**src/rtl/cmdlist_exec.sv**
```systemverilog
module cmdlist_exec #(
  parameter int AW   = 16,
  parameter int OFFW = 20
) (
  input  logic            clk,
  input  logic            rst_n,
  input  logic            cfg_we,
  input  logic [1:0]      cfg_sel,
  input  logic [AW-1:0]   cfg_wdata,
  output logic            run_en,
  output logic            busy,
  output logic            fault,
  output logic            mem_req,
  output logic [AW-1:0]   mem_addr,
  input  logic            mem_rvalid,
  input  logic [31:0]     mem_rdata,
  output logic            reg_wr,
  output logic [OFFW-1:0] reg_addr,
  output logic [31:0]     reg_data,
  output logic [3:0]      reg_be
);
  localparam int PW = AW - 2;
  localparam logic [7:0] OP_DIRECT  = 8'h01;
  localparam logic [7:0] OP_INDEXED = 8'h09;

  typedef enum logic [1:0] {S_IDLE, S_FETCH, S_WAIT} st_t;
  typedef enum logic [1:0] {P_W0, P_W1, P_DATA, P_PAD} ph_t;

  st_t            st;
  ph_t            ph;
  logic [PW-1:0]  ptr, head, tail;
  logic [31:0]    w0, cnt;
  logic [OFFW-1:0] off;

  wire wr_ctrl = cfg_we && cfg_sel == 2'd0;
  wire wr_head = cfg_we && cfg_sel == 2'd1;
  wire wr_tail = cfg_we && cfg_sel == 2'd2;
  wire start   = wr_tail && !busy && run_en;
  wire at_tail = ptr == tail;
  wire [7:0] opc = mem_rdata[31:24];
  wire zero_slot = w0 == 32'd0 && mem_rdata == 32'd0;

  assign mem_req  = st == S_FETCH && !at_tail;
  assign mem_addr = {ptr, 2'b00};

  always_ff @(posedge clk or negedge rst_n) begin
    if (!rst_n) begin
      st <= S_IDLE; ph <= P_W0;
      ptr <= '0; head <= '0; tail <= '0;
      w0 <= '0; cnt <= '0; off <= '0;
      run_en <= 1'b0; busy <= 1'b0; fault <= 1'b0;
      reg_wr <= 1'b0; reg_addr <= '0; reg_data <= '0; reg_be <= '0;
    end else begin
      reg_wr <= 1'b0;
      if (wr_ctrl) begin
        run_en <= cfg_wdata[0];
        if (cfg_wdata[1]) fault <= 1'b0;
      end
      if (wr_head && !busy) head <= cfg_wdata[AW-1:2];
      if (wr_tail && !busy) tail <= cfg_wdata[AW-1:2];
      if (start) begin
        busy <= 1'b1;
        st   <= S_FETCH;
        ptr  <= head;
        ph   <= P_W0;
      end
      case (st)
        S_FETCH: begin
          if (at_tail) begin
            busy <= 1'b0;
            st   <= S_IDLE;
          end else begin
            st <= S_WAIT;
          end
        end
        S_WAIT: if (mem_rvalid) begin
          ptr <= ptr + 1'b1;
          st  <= S_FETCH;
          case (ph)
            P_W0: begin
              w0 <= mem_rdata;
              ph <= P_W1;
            end
            P_W1: begin
              ph <= P_W0;
              if (zero_slot) begin
              end else if (opc == OP_DIRECT) begin
                reg_wr   <= 1'b1;
                reg_addr <= mem_rdata[OFFW-1:0];
                reg_be   <= mem_rdata[23:20];
                reg_data <= w0;
              end else if (opc == OP_INDEXED) begin
                cnt <= w0;
                off <= mem_rdata[OFFW-1:0];
                if (w0 != 32'd0) ph <= P_DATA;
              end else begin
                fault <= 1'b1;
                busy  <= 1'b0;
                st    <= S_IDLE;
              end
            end
            P_DATA: begin
              reg_wr   <= 1'b1;
              reg_addr <= off;
              reg_be   <= 4'hF;
              reg_data <= mem_rdata;
              cnt      <= cnt - 1'b1;
              if (cnt == 32'd1) ph <= ptr[0] ? P_W0 : P_PAD;
            end
            default: ph <= P_W0;
          endcase
        end
        default: ;
      endcase
    end
  end

  assert_reset_quiet_R1: assert property (@(posedge clk) !rst_n |=> !busy && !reg_wr);

  assert_start_gated_R2: assert property (@(posedge clk) disable iff (!rst_n)
    $rose(busy) |-> $past(wr_tail && run_en));

  assert_write_in_run_R3: assert property (@(posedge clk) disable iff (!rst_n)
    reg_wr |-> busy);

  assert_idle_no_fetch_R7: assert property (@(posedge clk) disable iff (!rst_n)
    !busy |-> !mem_req);

  assert_fault_sticky_R8: assert property (@(posedge clk) disable iff (!rst_n)
    fault && !(wr_ctrl && cfg_wdata[1]) |=> fault);

  assert_fault_halts_R8: assert property (@(posedge clk) disable iff (!rst_n)
    $rose(fault) |-> !busy);

  assert_ptrs_frozen_R9: assert property (@(posedge clk) disable iff (!rst_n)
    busy |=> $stable(tail) && $stable(head));

  assert_single_outstanding_R10: assert property (@(posedge clk) disable iff (!rst_n)
    mem_req |=> !mem_req);
endmodule

```
**config.mk**
```make
export PLATFORM = sky130hd
export DESIGN_NAME = cmdlist_exec
export DESIGN_NICKNAME = d
export VERILOG_FILES = /design/src/rtl/cmdlist_exec.sv
export SDC_FILE = /design/constraint.sdc
export NUM_CORES = 1
export LEC_CHECK = 0
export CAP_MARGIN = 10
export CELL_PAD_IN_SITES_DETAIL_PLACEMENT = 0
export CELL_PAD_IN_SITES_GLOBAL_PLACEMENT = 1
export CORE_UTILIZATION = 46
export CTS_BUF_LIST = sky130_fd_sc_hd__clkbuf_8 sky130_fd_sc_hd__clkbuf_16
export DETAILED_ROUTE_END_ITERATION = 10
export PLACE_DENSITY = 0.89
export SYNTH_ARGS = -nofsm -noshare
export SYNTH_HDL_FRONTEND = slang
export SYNTH_SLANG_ARGS = --single-unit
```
**constraint.sdc**
```tcl
create_clock -name clk -period 5.88 [get_ports clk]
set_clock_uncertainty 0.2 [all_clocks]
set_input_delay 1.47 -clock clk [delete_from_list [all_inputs] [get_ports clk]]
set_output_delay 1.47 -clock clk [all_outputs]
set_load 0.005 [all_outputs]
```
==> flow_summary.yaml <==
sta:
  fmax_ghz: 0.239
  slew_headroom_pct: 34.1
  setup_tns_ns: 0
  setup_violations: 0
  finalCritPeriodShare_pct: 71.1
  layout_min_cycle_time_ns: 4.18
  rsz0062_at_grt: "false"
  finalMaxSlewViolations: 0
  hold_viol: 0
  hold_ws_ns: 0.309
  worst_slew_pin_slew_ns: 0.988
synthesis:
  synthFlopType: "dfrtp_1"
  synth_area_um2: 9190
  synth_edf_count: 0
  yosysWarnings: 0
  ys_seq_area_share_pct: 51.7
  synth_cells: 865
  netlist-cell-type-count: 66
  synth_top_area_cell: "dfrtp_1"
  async_reset_ff_share_pct: 100
  synthTopCellsByArea: "dfrtp_1 52%, mux2_2 9.8%, a21oi_1 5.8%"
  yosysTopAreaCellShare_pct: 51.7
  synth_seq_cells: 190
  syn_area_per_cell_um2: 10.6
route:
  first_pass_iters: 5
  routedWlPerCell_um: 18.6
  wl_um: 23200
  dr_total_vias: 7247
  drcViolationCount: 0
  drtAntennaViolNets: 0
  vias_per_cell: 5.81
  drt_iter0_markers: 547
clocking:
  post-cts-setup-buffer-count: 0
  cts_max_level: 4
  cts.sinks: 190
  clkTransAtPathRegs_ns: 0.07
  clock_path_buffers: 2
  cts_tree: "yes"
  postCtsHoldBufs: 0
  cts_resized: 0
  root_buffer: "clkbuf_16"
  cts-buffers-inserted: 17
  clk_latency_ns: 0.43
job:
  drv_cap: 0
global_routing:
  grt_start_max_net_pins: 120
  grtUsageTotal_pct: 24.0
  grt_first_pass_wirelength_um: 37500
  antenna_found_initial: 0
  grt_remaining_overflow: 0
  grt_pass1_vias: 6866
floorplanning:
  row_count: 51
  dieHeight_um: 143
  fp.coreArea_um2: 19500
  dieArea_um2: 20600
  io_pins: 131
  die_w_um: 143
  start_util_pct: 47.1
placement:
  gp_congestion: 0.828
  port_buffers: 128
  dp_hpwl_um: 16000
pwr:
  p_leak_nw: 4.74
  ir_drop_mv: 0.231
  swShare_pct: 30.7
  combPwrFrac_pct: 23.5
  p_sw_mw: 1.21
  finalPower_mw: 3.94
  p_seq_share_pct: 47.1
  p_int_mw: 2.73
  p_per_area_nw_per_um2: 349
  p_clk_share_pct: 29.4
critical_path:
  crit_type: "flop to primary output"
  crit_chain: "xor2_1 > nor4_1 > nand4_1 > nand2_1 > inv_1 > clkdlybuf4s50_1"
  cp.required_ns: 4.21
  end_kind: "primary output"
  cp-start-kind: "flop"
  worst_ep_arrival_time_ns: 2.51
  cpPeakStageDelay_ns: 0.56
  worst-path-max-fanout: 8
  critical-path-slowest-cell: "dfrtp_1"
layout:
  regArea_um2: 4750
  multi_input_area_um2: 4180
  finalNetCount: 1033
  final_util_pct: 57.8
  antenna_cells: 0
  area_growth_pct: 22.7
  final.fill_count: 1691
  layout-drive-gt1-share_pct: 14.5
outcome:
  status: "completed"
worst_hold_path:
  hold_path_class: "flop to flop"
-- logic make-up after synthesis --
kind of cell	after synthesis	share of synthesized area, %
AOI/OAI and AO/OA	222	14.9
xor gates and xnor gates	14	1.33
adders and majority gates	9	1.23
buffers and inverters	67	3.34
DFF	190	51.7
muxes	125	14.7
other	1	0.0408
and+or+nand+nor	237	12.7
-- Yosys cell counts, types with 3 or more instances --
cell,n
a211oi_1,5
a21oi_1,107
a2bb2oi_1,3
a311oi_1,3
a31oi_1,13
a41oi_1,4
and3_1,6
buf_1,6
buf_2,15
buf_4,5
clkbuf_1,25
dfrtp_1,190
ha_1,9
inv_1,14
mux2_2,80
mux2i_1,45
nand2_1,31
nand2b_1,3
nand3_1,13
nand4_1,9
nor2_1,106
nor2b_1,9
nor3_1,13
nor4_1,24
o211ai_1,3
o21a_1,7
o21ai_0,34
o221a_2,4
o22a_1,11
o31ai_1,3
o32ai_1,6
or3_1,3
xor2_1,14
-- power groups by stage --
stage / clock [mW] / sequential [mW] / combinational [mW]
3_5_place_dp: 0 / 1.87 / 0.923
3_3_place_gp: 0 / 1.86 / 0.904
2_1_floorplan: 0 / 1.78 / 0.594
6_report: 1.16 / 1.86 / 0.926
4_1_cts: 1.18 / 1.85 / 0.930
5_1_grt: 1.23 / 1.89 / 1.02
-- layout make-up --
class	instances	area share, %
Clock inverter	13	1.22
Multi-Input combinational cell	609	37.0
Sequential cell	190	42.2
Timing Repair Buffer	138	12.2
Clock buffer	19	4.02
Tap cell	265	2.94
Inverter	14	0.466
-- through the flow --
stage	worst slack [ns]	std cells	area (um^2)
final	1.70	1248	11300
after detailed placement	1.47	1216	10700
after CTS	1.68	1248	11300
after floorplan	2.54	866	9200
after global routing	1.56	1248	11300
after global placement	1.58	1216	10700
-- flip-flops by register name (all words and copies together), names as in the netlist --
name      flops
reg_wr        1
st            2
tail         14
reg_be        4
busy          1
fault         1
reg_addr     20
off          20
w0           32
reg_data     32
ph            2
head         14
cnt          32
run_en        1
ptr          14
-- final timing paths --
path | start | to | slack (ns) | cells past startpoint
max | ptr[0] | mem_req | 1.70 | 6
min | off[9] | off[9] | 0.31 | 1
max reg2reg | ph[0] | cnt[22] | 2.12 | 7
min reg2reg | off[9] | off[9] | 0.31 | 1
max in group asynchronous | rst_n | ptr[4] | 3.37 | 2
min in group asynchronous | rst_n | reg_addr[1] | 0.91 | 1
-- critical path, delay by kind of cell, from the launching register on --
kind	cells	cell delay [ns]
buffers and inverters	2	0.49
flip-flops	1	0.56
AND/OR/NAND/NOR	3	0.83
XOR/XNOR	1	0.19
-- cell usage in the layout (no fill, tap or decap), types with 11 or more instances in the layout --
master,n
nor2_1,106
dfrtp_1,190
inv_1,15
mux2i_1,45
o21ai_0,34
nor4_1,24
a21oi_1,107
nor3_1,13
xor2_1,14
mux2_2,80
clkdlybuf4s50_1,127
nand2_1,31
nand3_1,13
o22a_1,11
a31oi_1,13
clkbuf_16,17
-- routing by layer --
metal,up-vias,wire length [um],GRT usage [%]
met5,-,0,0
met3,22,1250,5.20
met1,3646,10900,35.2
met2,198,10700,35.6
met4,0,335,6.77
li1,3381,-,-
Note: power is estimated with default switching activity, not from simulation.
